--- src/rtl/fsd_pkg.sv ---
package fsd_pkg;
  typedef enum logic {SRC_FREE = 1'b0, SRC_REF = 1'b1} sync_src_e;
  localparam int MIN_DELAY_LINES = 2;
endpackage

--- src/rtl/fsd_pos_cnt.sv ---
module fsd_pos_cnt #(
  parameter int LEN = 640,
  localparam int W = $clog2(LEN)
) (
  input  logic         clk,
  input  logic         rst,
  input  logic         start,
  output logic [W-1:0] pos
);
  logic [W-1:0] q;

  assign pos = start ? '0 : q;

  always_ff @(posedge clk) begin
    if (rst) q <= '0;
    else     q <= (pos == W'(LEN - 1)) ? '0 : pos + 1'b1;
  end
endmodule

--- src/rtl/fsd_phase_calc.sv ---
module fsd_phase_calc #(
  parameter int SPL   = 2200,
  parameter int LPF   = 1125,
  parameter int GUARD = 1100,
  localparam int FRAME = SPL * LPF,
  localparam int POS_W = $clog2(FRAME),
  localparam int LW    = $clog2(LPF),
  localparam int SW    = $clog2(SPL),
  localparam int PD_W  = POS_W + 3
) (
  input  logic              clk,
  input  logic              rst,
  input  logic signed [1:0] ph_frames,
  input  logic signed [LW:0] ph_lines,
  input  logic signed [SW:0] ph_samples,
  output logic [POS_W-1:0]  offset
);
  localparam logic signed [PD_W-1:0] FRAME_S = PD_W'(FRAME);
  localparam logic signed [PD_W-1:0] SPL_S   = PD_W'(SPL);
  localparam logic signed [PD_W-1:0] LIM_S   = PD_W'(FRAME - GUARD);

  logic signed [PD_W-1:0] f_x, l_x, s_x, total, clamped, folded;

  always_comb begin
    f_x   = PD_W'(ph_frames);
    l_x   = PD_W'(ph_lines);
    s_x   = PD_W'(ph_samples);
    total = f_x * FRAME_S + l_x * SPL_S + s_x;
    if (total > LIM_S)       clamped = LIM_S;
    else if (total < -LIM_S) clamped = -LIM_S;
    else                     clamped = total;
    folded = (clamped < 0) ? clamped + FRAME_S : clamped;
  end

  always_ff @(posedge clk) begin
    if (rst) offset <= '0;
    else     offset <= POS_W'(folded);
  end
endmodule

--- src/rtl/fsd_delay_sel.sv ---
module fsd_delay_sel
  import fsd_pkg::*;
#(
  parameter int SPL        = 2200,
  parameter int LPF        = 1125,
  parameter int NUM_FRAMES = 8,
  localparam int FRAME = SPL * LPF,
  localparam int POS_W = $clog2(FRAME),
  localparam int LW    = $clog2(LPF),
  localparam int FI_W  = $clog2(NUM_FRAMES)
) (
  input  logic             clk,
  input  logic             rst,
  input  logic [FI_W-1:0]  vd_frames,
  input  logic [LW-1:0]    vd_lines,
  output logic [FI_W-1:0]  acc_frames,
  output logic [POS_W-1:0] acc_rem,
  output logic             reject
);
  logic [LW-1:0]    lines_eff;
  logic [POS_W-1:0] rem_c;
  logic             valid;

  always_comb begin
    lines_eff = vd_lines;
    if (vd_frames == '0 && vd_lines < LW'(MIN_DELAY_LINES))
      lines_eff = LW'(MIN_DELAY_LINES);
    rem_c = POS_W'(lines_eff) * POS_W'(SPL);
    valid = (int'(vd_frames) <= NUM_FRAMES - 2) && (int'(vd_lines) < LPF);
  end

  always_ff @(posedge clk) begin
    if (rst) begin
      acc_frames <= '0;
      acc_rem    <= POS_W'(MIN_DELAY_LINES * SPL);
      reject     <= 1'b0;
    end else begin
      reject <= !valid;
      if (valid) begin
        acc_frames <= vd_frames;
        acc_rem    <= rem_c;
      end
    end
  end
endmodule

--- src/rtl/fsd_ctrl.sv ---
module fsd_ctrl
  import fsd_pkg::*;
#(
  parameter int SPL            = 2200,
  parameter int LPF            = 1125,
  parameter int NUM_FRAMES     = 8,
  parameter int GUARD          = 1100,
  parameter int TIMEOUT_FRAMES = 2,
  localparam int FRAME   = SPL * LPF,
  localparam int POS_W   = $clog2(FRAME),
  localparam int LW      = $clog2(LPF),
  localparam int SW      = $clog2(SPL),
  localparam int FI_W    = $clog2(NUM_FRAMES),
  localparam int TIMEOUT = TIMEOUT_FRAMES * FRAME,
  localparam int GAP_W   = $clog2(TIMEOUT + 1)
) (
  input  logic               clk,
  input  logic               rst,
  input  logic               ref_sync,
  input  logic               in_sof,
  input  logic signed [1:0]  ph_frames,
  input  logic signed [LW:0] ph_lines,
  input  logic signed [SW:0] ph_samples,
  input  logic [FI_W-1:0]    vd_frames,
  input  logic [LW-1:0]      vd_lines,
  output logic [FI_W-1:0]    rd_frame,
  output logic [LW-1:0]      rd_line,
  output logic [SW-1:0]      rd_sample,
  output logic               rd_sof,
  output logic               ref_present,
  output logic               vd_reject
);
  logic [POS_W-1:0] ref_pos, in_pos, offset, acc_rem;
  logic [FI_W-1:0]  acc_frames, wr_idx, cur_idx, back;
  logic [GAP_W-1:0] gap;
  logic             isync;
  sync_src_e        src;

  fsd_pos_cnt #(.LEN(FRAME)) u_ref_pos (
    .clk(clk), .rst(rst), .start(ref_sync), .pos(ref_pos)
  );

  fsd_pos_cnt #(.LEN(FRAME)) u_in_pos (
    .clk(clk), .rst(rst), .start(in_sof), .pos(in_pos)
  );

  fsd_phase_calc #(.SPL(SPL), .LPF(LPF), .GUARD(GUARD)) u_phase (
    .clk(clk), .rst(rst), .ph_frames(ph_frames), .ph_lines(ph_lines),
    .ph_samples(ph_samples), .offset(offset)
  );

  fsd_delay_sel #(.SPL(SPL), .LPF(LPF), .NUM_FRAMES(NUM_FRAMES)) u_delay (
    .clk(clk), .rst(rst), .vd_frames(vd_frames), .vd_lines(vd_lines),
    .acc_frames(acc_frames), .acc_rem(acc_rem), .reject(vd_reject)
  );

  // reference presence watchdog
  always_ff @(posedge clk) begin
    if (rst) begin
      gap         <= '0;
      ref_present <= 1'b0;
    end else if (ref_sync) begin
      gap         <= '0;
      ref_present <= 1'b1;
    end else begin
      if (gap != GAP_W'(TIMEOUT)) gap <= gap + 1'b1;
      if (gap == GAP_W'(TIMEOUT)) ref_present <= 1'b0;
    end
  end

  // write-side frame index
  always_ff @(posedge clk) begin
    if (rst)         wr_idx <= '0;
    else if (in_sof) wr_idx <= wr_idx + 1'b1;
  end

  always_comb begin
    src     = ref_present ? SRC_REF : SRC_FREE;
    cur_idx = wr_idx + FI_W'(in_sof);
    back    = acc_frames + FI_W'(in_pos < acc_rem);
    isync   = (src == SRC_REF) ? (ref_pos == offset) : (in_pos == acc_rem);
  end

  // read-side timing
  always_ff @(posedge clk) begin
    if (rst) begin
      rd_frame  <= '0;
      rd_line   <= '0;
      rd_sample <= '0;
      rd_sof    <= 1'b0;
    end else if (isync) begin
      rd_frame  <= cur_idx - back;
      rd_line   <= '0;
      rd_sample <= '0;
      rd_sof    <= 1'b1;
    end else begin
      rd_sof <= 1'b0;
      if (rd_sample == SW'(SPL - 1)) begin
        rd_sample <= '0;
        rd_line   <= (rd_line == LW'(LPF - 1)) ? '0 : rd_line + 1'b1;
      end else begin
        rd_sample <= rd_sample + 1'b1;
      end
    end
  end
endmodule

--- config.mk ---
export PLATFORM = sky130hd
export DESIGN_NAME = fsd_ctrl
export DESIGN_NICKNAME = d
export VERILOG_FILES = /design/src/rtl/fsd_pkg.sv /design/src/rtl/fsd_pos_cnt.sv /design/src/rtl/fsd_phase_calc.sv /design/src/rtl/fsd_delay_sel.sv /design/src/rtl/fsd_ctrl.sv
export SDC_FILE = /design/constraint.sdc
export NUM_CORES = 1
export LEC_CHECK = 0
export BUFFER_PORTS_ARGS = -buffer_cell sky130_fd_sc_hd__buf_2
export CAP_MARGIN = 20
export CORE_ASPECT_RATIO = 2
export CORE_MARGIN = 2
export CORE_UTILIZATION = 55
export DETAILED_ROUTE_END_ITERATION = 8
export PLACE_DENSITY_LB_ADDON = 0.15
export SLEW_MARGIN = 20
export SYNTH_ARGS = -nofsm -noshare
export SYNTH_HDL_FRONTEND = slang
export SYNTH_SLANG_ARGS = --single-unit
--- constraint.sdc ---
create_clock -name clk -period 17.6 [get_ports clk]
set_clock_uncertainty 0.05 [all_clocks]
set_input_delay 1.76 -clock clk [delete_from_list [all_inputs] [get_ports clk]]
set_output_delay 1.76 -clock clk [all_outputs]
set_load 0.02 [all_outputs]
# Word-level counts from Yosys, hierarchy flattened
# Cells that the tools add are included.
# W data, S select, Z words.
# totals
ff_bits	143
# classes
addsub	12
mul	3
order_cmp	7
n_eq_ne	8
mux	12
n_reduce_logical	10
# ops
operator	count
$mux W22	3
$mux W25	2
$add A22 B1 Y22 const B	2
$eq A22 B22 Y1	2
$eq A22 B22 Y1 const B	2
$add A25 B13 Y25	1
$add A25 B25 Y25	1
$gt A25 B23 Y1 const B	1
$lt A25 B1 Y1 const B	1
$lt A25 B23 Y1 const B	1
$add A23 B1 Y23 const B	1
$eq A23 B23 Y1 const B	1
$ne A23 B23 Y1 const B	1
$add A22 B22 Y22 const B	1
$lt A22 B22 Y1	1
$mul A12 B10 Y22 const B	1
$mul A2 B20 Y22 const B	1
$mux W11	2
$mul A11 B9 Y19 const B	1
$add A12 B1 Y12 const B	1
$eq A12 B12 Y1 const B	1
$add A11 B1 Y11 const B	1
$eq A11 B11 Y1 const B	1
$lt A11 B11 Y1 const B	1
12 further kinds	21

# Depth between registers and ports, before layout
# Gate-level depths: netlist of run 1.
# depth
depth_word	8
mapped_depth	41
ltp_nobuf	38

# Modules after synthesis
# Synthesis of run 1 repeated with hierarchy kept, for this count alone.
# unflattened
hier_cells	1695
area_unflattened_um2	13853.3
# by_module_without_submodules
mod	n_inst	cells_each	area_each_um2	seq_area_each_um2
fsd_phase_calc	1	700	5515.3	440.4
fsd_ctrl	1	403	3380.7	1081.0
fsd_pos_cnt	2	152	1241.2	440.4
fsd_delay_sel	1	288	2474.9	460.4

# Worst setup path after synthesis of run 1
# OpenSTA, ideal clock, no wires.
# synth_timing
path_kind	input port to flip-flop
start	input port ph_lines[1]
end	register u_phase.offset[19]
arrival_ns	9.494
required_time_ns	17.418
slack_ns	7.924
cell_stages	40
n_path_buf	2
cell_sequence	ha_1 -> inv_1 -> fa_1 -> inv_1 -> ha_1 -> inv_1 -> fa_1 -> inv_1 -> ha_1 -> or3_1 -> or3_1 -> a21oi_1 -> nor2_1 -> a21o_1 -> a211o_1 -> nand2_1 -> fa_1 -> inv_1 -> [... 4 more ...] -> a32oi_2 -> a21oi_1 -> o211ai_2 -> a21oi_1 -> nor2_2 -> clkbuf_1 -> o21ai_0 -> and2_1 -> ha_1 -> and3_1 -> buf_1 -> a2111oi_0 -> nor2b_1 -> nor2_1 -> o21ai_0 -> o21ai_0 -> nand3b_1 -> a21oi_1
# synth_between
elab_chain_len	8
word_cells_on_any_way	10
cone_classes	add/sub: 3; mul: 1; order compare: 3; mux: 3
# synth_lines
element	line_no	text
from (decl)	fsd_ctrl.sv:22	input logic signed [LW:0] ph_lines,
$mul A12 B10 Y22 *	fsd_phase_calc.sv:28	total = f_x * FRAME_S + l_x * SPL_S + s_x;
$add A25 B25 Y25 *	fsd_phase_calc.sv:28	
$add A25 B13 Y25 *	fsd_phase_calc.sv:28	
$lt A25 B23 Y1	fsd_phase_calc.sv:30	else if (total < -LIM_S) clamped = -LIM_S;
$mux W25	fsd_phase_calc.sv:30	
$mux W25 *	fsd_phase_calc.sv:29	if (total > LIM_S) clamped = LIM_S;
$add A22 B22 Y22 or $lt A25 B1 Y1 (tied branches)	fsd_phase_calc.sv:32	folded = (clamped < 0) ? clamped + FRAME_S : clamped;
$mux W22 *	fsd_phase_calc.sv:32	
to (signal assigned)	fsd_phase_calc.sv:37	else offset <= POS_W'(folded);
to (decl)	fsd_phase_calc.sv:16	output logic [POS_W-1:0] offset
# Mark *: on every way between the ends. The rest lies on a longest branch, timed or not.
# A chain may end at the register's enable or synchronous reset.

# Final worst setup path of run 1
# Same ends and word-level chain as after synthesis.

==> results of run 1 <==
==> cell type report <==
type / instances / area (µm²)
tap: 283 / 354
inverter: 210 / 788
clock buffer: 19 / 443
clock inverter: 11 / 165
multi-input combinational: 1203 / 9130
timing repair buffer: 75 / 380
fill: 2114 / 9110
sequential: 143 / 2860
==> per-stage QoR <==
stage	power [mW]	std cells	utilization, %
floorplan	2.11	1605	-
global placement	2.54	1914	58.2
detailed placement	2.57	1914	58.2
CTS	2.96	1944	60.8
global route	3.24	1944	60.8
finish	2.99	1944	60.8
==> cells by family after synthesis <==
logic type | after synthesis
multiplexers | 7
adder cells (fa/ha/maj) | 223
buffers and inverters | 259
AO/OA/AOI/OAI | 297
XOR/XNOR | 132
AND/OR/NAND/NOR | 544
flip-flops | 143
==> report_power, final <==
group          switching, mW  internal, mW
sequential            0.0197         0.363
combinational           1.42         0.809
clock                  0.137         0.239
total                   1.58          1.41
==> routing by layer <==
layer,up-vias,GRT usage (%),part of all wire (%)
met4,0,17.5,6.5
met1,5400,23.9,33
met3,120,3.12,2.5
met5,-,0,0
met2,287,55.7,58
li1,5582,-,-
==> worst max-delay path: cells and delay by family <==
kind | cells | cell delay (ps)
fa+ha+maj | 8 | 2560
simple gates | 11 | 2280
buf+inv | 6 | 380
compound gates | 12 | 3710
xor+xnor | 1 | 200
==> path summary, 6_finish.rpt <==
kind | slack (ps) | cells past startpoint | startpoint | end
max | 6910 | 38 | ph_lines[1] | u_phase.offset[19]
min | 400 | 2 | u_delay.acc_rem[17] | u_delay.acc_rem[17]
max reg2reg | 13580 | 21 | u_in_pos.q[4] | rd_frame[2]
min reg2reg | 400 | 2 | u_delay.acc_rem[17] | u_delay.acc_rem[17]
==> sequential cells by signal, summed over array words and instances, names as in the netlist <==
register,cells
gap,23
rd_frame,3
rd_line,11
rd_sample,12
rd_sof,1
ref_present,1
u_delay.acc_frames,3
u_delay.acc_rem,19
u_delay.reject,1
u_in_pos.q,22
u_phase.offset,22
u_ref_pos.q,22
wr_idx,3
==> layout by cell type, fill, tap and decap left out, types with 5 or more instances in the layout <==
cell       synthesis  final
and3_1            30     30
inv_1            209    209
nor4_1            10     10
a211oi_1           9      9
and4_1             5      5
o21bai_1           6      6
and2_1             9     10
a2111oi_0          6      6
o22ai_1            5      5
nand4_1           31     31
a21oi_1           86     86
o21ai_0           68     68
clkbuf_16          0     17
fa_1              58     58
a2111o_1           5      5
or4_1              7      7
nor3_1            28     28
nor2_1           168    168
o21a_1             7      7
a31oi_1           14     14
ha_1             165    165
xnor2_1           76     76
nor2b_1           28     28
dfxtp_1          143    143
nand2_1           99     99
mux2i_1            7      7
a211o_1            5      5
or3_1             14     14
nor3b_1            7      7
or2_2              9      9
nand2b_1          14     14
a21o_1            26     26
buf_2              6     73
o211ai_1           6      6
nand3_1           62     62
nand3b_1           5      5
o32ai_1            5      5
xor2_1            56     56
==> out/qor.yml, run 1 <==
place:
  place_congestion: 0.947
  postPlaceCellArea_um2: 13500
  hpwl_um: 27400
  pre_cts_ws_ps: 6520
  portBuffers: 73
global_routing:
  antenna_found_initial: 0
  grt_max_degree: 49
  grt_pass1_vias: 11700
  grt.overflow.total: 0
  track_usage_pct: 27.3
  grt_pass1_wl_um: 55300
yosys:
  syn_area_um2: 13000
  synth_cell_types: 77
  synth.largest_area_cell: "dfxtp_1"
  synth_enable_flop_cells: 0
  synthAdderAreaFrac_pct: 24.8
  synth_cells: 1605
  netlist.area_leader.share_pct: 22.0
  synth_nets: 1873
  ys.flop_type: "dfxtp_1"
  ys_ff_latch: 143
  synth-simple-area-share_pct: 20.8
  synth_top_family_by_area: "adder cells"
  ys_top_cells_by_count: "inv_1, nor2_1, ha_1, dfxtp_1, nand2_1"
  synth_mux_area_share_pct: 0.539
  synthTopCellsByArea: "dfxtp_1, ha_1, fa_1"
  yosysMostFrequentCell: "inv_1"
  yosysSeqAreaShare_pct: 22.0
  avgSynthCellArea_um2: 8.09
  async_reset_ff_share_pct: 0
  yosysWarnings: 0
  synth_xor_area_share_pct: 8.90
  synth-compound-area-share_pct: 15.2
critical_path:
  cp.arrival_ps: 10920
  end_kind: "flop"
  crit_slowest_cell: "a2111oi_0"
  critPathLaunchType: "input port"
  cp.required_ps: 17830
  critPathMaxFanout: 19
  max_stage_delay_ps: 730
  crit_type: "in2reg"
clock_tree:
  cts_root_buf: "clkbuf_16"
  post_cts_resized: 0
  clock-sinks: 143
  cts_tree: "built"
  path_clk_slew_ps: 60
  insertion_delay_ps: 430
  cts_hold_buffers: 0
  postCtsSetupBuffers: 0
  cts_buffers: 17
  clockBufferDepth: 2
  htreeDepth: 4
cells_and_area:
  drive_gt1_share_pct: 7.89
  area_delta_synth_final_pct: 8.72
  diodes: 0
  nNetsFinal: 1918
  final_area_um2: 14100
sta:
  hold_viol_final: 0
  setup_viol: 0
  grt_setup_unrepaired: "false"
  max-slew-margin-rel_pct: 44.3
  hold_ws_ps: 401
  fmax_mhz: 93.6
  tightest_slew_ps: 836
  post-route-min-period_ps: 10690
  fin_ws_ps: 6910
  drv_slew: 0
  post-route-period-util_pct: 60.7
  fin_setup_tns_ps: 0
power:
  p_leak_nw: 6.47
  vdd_drop_max_v: 0.000297
  p_per_area_nw_per_um2: 212
drt:
  vias: 11400
  route.detailed.drc: 0
  drtPass1Iterations: 7
  viasPerCell: 5.86
  drtIter0Drc: 451
  wirelength_um: 33400
  wl_per_cell_um: 17.2
  drtAntennaViolNets: 0
die:
  num_io_pins: 74
  coreArea_um2: 23200
  dieWidth_um: 113
  die_h_um: 221
  row_count: 79
  die_area_um2: 24900
  start_util_pct: 55.9
job:
  maxCapViolations: 0
worst_hold_path:
  hp-class: "reg2reg"
outcome:
  status: "completed"
Note: power is estimated with default switching activity, not from simulation.
==> run 2: changes to the inputs <==
==> constraint.sdc (replaced) <==
create_clock -name clk -period 10.38 [get_ports clk]
set_clock_uncertainty 0.05 [all_clocks]
set_input_delay 1.038 -clock clk [delete_from_list [all_inputs] [get_ports clk]]
set_output_delay 1.038 -clock clk [all_outputs]
set_load 0.02 [all_outputs]
==> run 2 against run 1 <==
Against the previous run: clock power rose by 84%; via count rose by 1.0%; non-clock buffer count up 7; count of clock-buffer cells in the layout increased by 1; sequential cell count is the same; largest cell class unchanged; largest power group unchanged.
==> out/qor.yml, run 2 (synthesized netlist as in run 1, its figures left out) <==
die:
  coreArea_um2: 23200  # unchanged
  start_util_pct: 55.9  # unchanged
  row_count: 79  # unchanged
  die_area_um2: 24900  # unchanged
  num_io_pins: 74  # unchanged
  dieWidth_um: 113  # unchanged
  die_h_um: 221  # unchanged
cells_and_area:
  top_register: "gap"  # unchanged
  area_delta_synth_final_pct: 9.56  # was 8.72%
  fill_cells: 2114  # unchanged
  regArea_um2: 2860  # unchanged
  final_area_um2: 14200  # was 14100 µm²
  final_common_cell: "inv_1"  # unchanged
  finalNonFillerCells: 1951  # was 1944
  final_cell_mix: "inv_1, nor2_1, ha_1, dfxtp_1, nand2_1"  # unchanged
  nNetsFinal: 1925  # was 1918
  utilization_pct: 61.3  # was 60.8%
  multiInputGateArea_um2: 9130  # unchanged
  diodes: 0  # unchanged
  drive_gt1_share_pct: 8.27  # was 7.89%
  largest_reg_flops: 23  # unchanged
global_routing:
  antenna_found_initial: 0  # unchanged
  grt_pass1_wl_um: 55000  # was 55300 µm
  grt.overflow.total: 0  # unchanged
  track_usage_pct: 27.3  # about the same
  grt_pass1_vias: 11800  # was 11700
  grt_max_degree: 49  # unchanged
critical_path:
  cp.required_ps: 10620  # was 17830 ps
  crit_slowest_cell: "a2111oi_0"  # unchanged
  critPathLaunchType: "input port"  # unchanged
  cp.arrival_ps: 10010  # was 10920 ps
  critPathMaxFanout: 8  # was 19
  crit_type: "in2reg"  # unchanged
  end_kind: "flop"  # unchanged
  max_stage_delay_ps: 510  # was 730 ps
drt:
  wirelength_um: 33500  # was 33400 µm
  drtIter0Drc: 518  # was 451
  route.detailed.drc: 0  # unchanged
  viasPerCell: 5.90  # was 5.86
  wl_per_cell_um: 17.2  # about the same
  drtPass1Iterations: 5  # was 7
  drtAntennaViolNets: 0  # unchanged
  vias: 11500  # was 11400
clock_tree:
  cts_tree: "built"  # unchanged
  postCtsSetupBuffers: 0  # unchanged
  path_clk_slew_ps: 60  # about the same
  cts_buffers: 17  # unchanged
  cts_root_buf: "clkbuf_16"  # unchanged
  cts_hold_buffers: 0  # unchanged
  clockBufferDepth: 2  # unchanged
  htreeDepth: 4  # unchanged
  clock-sinks: 143  # unchanged
  post_cts_resized: 0  # unchanged
  insertion_delay_ps: 430  # about the same
place:
  pre_cts_ws_ps: 313  # was 6520 ps
  place_inst: 1921  # was 1914
  hpwl_um: 27700  # was 27400 µm
  place_congestion: 0.943  # was 0.947
  portBuffers: 73  # unchanged
  postPlaceCellArea_um2: 13600  # was 13500 µm²
sta:
  drv_slew: 0  # unchanged
  fin_ws_ps: 605  # was 6910 ps
  post-route-period-util_pct: 94.2
  max-slew-margin-rel_pct: 39.7  # was 44.3%
  tightest_slew_ps: 881  # was 836 ps
  hold_ws_ps: 400  # was 401 ps
  hold_viol_final: 0  # unchanged
  setup_viol: 0  # unchanged
  post-route-min-period_ps: 9780
  grt_setup_unrepaired: "false"  # unchanged
  fin_setup_tns_ps: 0  # unchanged
  fmax_mhz: 102
power:
  power.total_mw: 5.26  # was 2.99 mW
  p_leak_nw: 6.52  # was 6.47 nW
  vdd_drop_max_v: 0.000345  # was 0.000297 V
  p_per_area_nw_per_um2: 370  # was 212 nW/µm²
job:
  maxCapViolations: 0  # unchanged
outcome:
  status: "completed"  # unchanged
worst_hold_path:
  hp-class: "reg2reg"  # unchanged
==> run 2: final timing paths <==
kind                  startpoint                   to  slack [ps]  cells past startpoint
max                  ph_lines[1]   u_phase.offset[19]         600                     40
min          u_delay.acc_rem[15]  u_delay.acc_rem[15]         400                      2
max reg2reg        u_in_pos.q[4]          rd_frame[2]        6380                     21
min reg2reg  u_delay.acc_rem[15]  u_delay.acc_rem[15]         400                      2
==> run 2: routing by layer <==
| metal | wire (µm) | track usage (%) | vias up |
|---|---|---|---|
| li1 | - | - | 5578 |
| met1 | 10900 | 22.9 | 5476 |
| met2 | 19200 | 55.7 | 314 |
| met3 | 873 | 3.04 | 138 |
| met4 | 2560 | 20.0 | 0 |
| met5 | 0 | 0 | - |
==> run 2: where the power goes <==
part	switching (mW)	leakage, nW	internal (mW)
registers	0.0326	1.16	0.615
logic	2.44	5.04	1.49
clock network	0.229	0.319	0.461
==> run 2: critical path, delay by kind of cell <==
kind | cells | cell delay (ps)
XOR/XNOR | 1 | 310
buffers and inverters | 7 | 580
AO/OA/AOI/OAI | 12 | 2890
AND/OR/NAND/NOR | 12 | 2580
adder cells (fa/ha/maj) | 8 | 2620
==> run 2: final cells by class <==
cell class                 instances  share of cell area, %
inverter                         210                   5.54
clock buffer                      20                   3.21
clock inverter                    10                   1.47
tap                              283                   2.49
timing repair buffer              82                   3.04
sequential                       143                   20.1
multi-input combinational       1203                   64.1
==> run 3: changes to the inputs <==
==> constraint.sdc (replaced) <==
create_clock -name clk -period 12.3 [get_ports clk]
set_clock_uncertainty 0.05 [all_clocks]
set_input_delay 1.23 -clock clk [delete_from_list [all_inputs] [get_ports clk]]
set_output_delay 1.23 -clock clk [all_outputs]
set_load 0.02 [all_outputs]
==> run 3 against run 2 <==
Against the previous run: sequential cell count is the same; sequential share of layout area is 0.15 points higher; register-to-register slack better by 1700 ps; count of clock-buffer cells in the layout is 1 lower; critical endpoint unchanged; combinational power shrank 19%.
==> out/qor.yml, run 3 (synthesized netlist as in run 1, its figures left out) <==
cells_and_area:
  area_delta_synth_final_pct: 8.75  # was 9.56%
  top_register: "gap"  # unchanged
  drive_gt1_share_pct: 8.00  # was 8.27%
  largest_reg_flops: 23  # unchanged
  nNetsFinal: 1918  # was 1925
  fill_cells: 2136  # was 2114
  final_cell_mix: "inv_1, nor2_1, ha_1, dfxtp_1, nand2_1"  # unchanged
  diodes: 0  # unchanged
  final_common_cell: "inv_1"  # unchanged
drt:
  wirelength_um: 33300  # was 33500 µm
  drtPass1Iterations: 6  # was 5
  route.detailed.drc: 0  # unchanged
  drtAntennaViolNets: 0  # unchanged
  vias: 11400  # was 11500
  viasPerCell: 5.86  # was 5.90
  drtIter0Drc: 594  # was 518
  wl_per_cell_um: 17.1  # was 17.2 µm
global_routing:
  grt_max_degree: 49  # unchanged
  grt_pass1_wl_um: 54900  # was 55000 µm
  grt.overflow.total: 0  # unchanged
  grt_pass1_vias: 11800  # about the same
  track_usage_pct: 27.2  # was 27.3%
  antenna_found_initial: 0  # unchanged
critical_path:
  reg2reg_slack_ps: 8120  # was 6380 ps
  crit_slowest_cell: "a2111oi_0"  # unchanged
  end_kind: "flop"  # unchanged
  r2r_start: "u_in_pos.q[4]"  # unchanged
  r2r-end: "rd_frame[2]"  # unchanged
  critPathLaunchType: "input port"  # unchanged
  critPathMaxFanout: 19  # was 8
  cp.arrival_ps: 10370  # was 10010 ps
  crit_type: "in2reg"  # unchanged
  r2r_cells: 21  # unchanged
  cp.required_ps: 12550  # was 10620 ps
  crit_start: "ph_lines[1]"  # unchanged
  max_stage_delay_ps: 740  # was 510 ps
  setup.worst_path.end: "u_phase.offset[19]"  # unchanged
sta:
  hold_ws_ps: 400  # about the same
  setup_viol: 0  # unchanged
  fin_ws_ps: 2180  # was 605 ps
  drv_slew: 0  # unchanged
  hold_viol_final: 0  # unchanged
  max-slew-margin-rel_pct: 44.8  # was 39.7%
  tightest_slew_ps: 807  # was 881 ps
  fin_setup_tns_ps: 0  # unchanged
  post-route-min-period_ps: 10120
  post-route-period-util_pct: 82.3
  fmax_mhz: 98.8
  grt_setup_unrepaired: "false"  # unchanged
power:
  p_comb_share_pct: 74.6  # about the same
  power_frac_clock_pct: 12.5  # was 13.1%
  seqPwrFrac_pct: 12.8  # was 12.3%
  vdd_drop_max_v: 0.000445  # was 0.000345 V
  p_per_area_nw_per_um2: 302  # was 370 nW/µm²
  switchingPower_mw: 2.26  # was 2.70 mW
  p_leak_nw: 6.45  # was 6.52 nW
  switching_share_pct: 53.0  # was 51.4%
  internal-power_mw: 2.01  # was 2.56 mW
job:
  maxCapViolations: 0  # unchanged
clock_tree:
  post_cts_resized: 0  # unchanged
  cts_tree: "built"  # unchanged
  htreeDepth: 4  # unchanged
  postCtsSetupBuffers: 0  # unchanged
  insertion_delay_ps: 440  # was 430 ps
  cts_root_buf: "clkbuf_16"  # unchanged
  cts_hold_buffers: 0  # unchanged
  cts_buffers: 17  # unchanged
  clockBufferDepth: 2  # unchanged
  clock-sinks: 143  # unchanged
  path_clk_slew_ps: 60  # about the same
die:
  start_util_pct: 55.9  # unchanged
  num_io_pins: 74  # unchanged
  die_area_um2: 24900  # unchanged
  die_h_um: 221  # unchanged
  coreArea_um2: 23200  # unchanged
  row_count: 79  # unchanged
  dieWidth_um: 113  # unchanged
outcome:
  status: "completed"  # unchanged
place:
  place_congestion: 0.946  # was 0.943
  portBuffers: 73  # unchanged
  pre_cts_ws_ps: 1790  # was 313 ps
  hpwl_um: 27400  # was 27700 µm
worst_hold_path:
  hp-class: "reg2reg"  # unchanged
## run 3: cell count changes in the layout (fill, tap and decap cells not counted), sizes merged
cell and delta:
bufinv -3, clkbuf -1, inv +1, clkinv +1, clkinvlp +3, buf -7
## run 3: through the flow
stage	cells	power, mW	util (%)	cell area, µm²
finish	1945	4.27	60.8	14100
global route	1945	4.62	60.8	14100
CTS	1945	4.22	60.8	14100
detailed placement	1914	3.67	58.2	13500
global placement	1914	3.63	58.2	13500
floorplan	1605	3.02	-	13000
## run 3: cell type report
| class | instances | area (µm²) | area share [%] |
|---|---|---|---|
| clock buffer | 19 | 453 | 3.21 |
| clock inverter | 12 | 159 | 1.12 |
| inverter | 210 | 788 | 5.58 |
| multi-input combinational | 1203 | 9130 | 64.6 |
| sequential | 143 | 2860 | 20.3 |
| tap | 283 | 354 | 2.51 |
| timing repair buffer | 75 | 380 | 2.69 |
## run 3: how the worst min path moves through the flow
stage	depth (start not counted)	from	end	slack, ps
floorplan	2	u_delay.acc_rem[10]	u_delay.acc_rem[10]	380
global placement	2	u_delay.acc_rem[16]	u_delay.acc_rem[16]	390
detailed placement	2	u_delay.acc_rem[11]	u_delay.acc_rem[11]	390
CTS	2	u_delay.acc_rem[11]	u_delay.acc_rem[11]	400
global route	2	u_delay.acc_rem[19]	u_delay.acc_rem[19]	420
finish	2	u_delay.acc_rem[11]	u_delay.acc_rem[11]	400
## run 3: power by group through the flow
stage | registers (mW) | logic (mW) | clock network [mW]
after floorplan | 0.549 | 2.47 | 0
after global placement | 0.556 | 3.08 | 0
after detailed placement | 0.558 | 3.12 | 0
after CTS | 0.547 | 3.13 | 0.542
after global routing | 0.553 | 3.51 | 0.561
final | 0.547 | 3.18 | 0.534
## run 3: routing by layer
layer | vias to the layer above | routed length [µm] | global-route usage [%]
met5 | - | 0 | 0
met4 | 0 | 2500 | 19.4
met3 | 136 | 773 | 2.96
met2 | 289 | 18900 | 55.1
met1 | 5397 | 11000 | 23.4
li1 | 5575 | - | -
## run 3: critical path, delay by kind of cell
kind            cells  cell delay, ps
compound gates     12            3700
xor+xnor            1             200
fa+ha+maj           8            2570
buf+inv             6             380
simple gates       11            2280
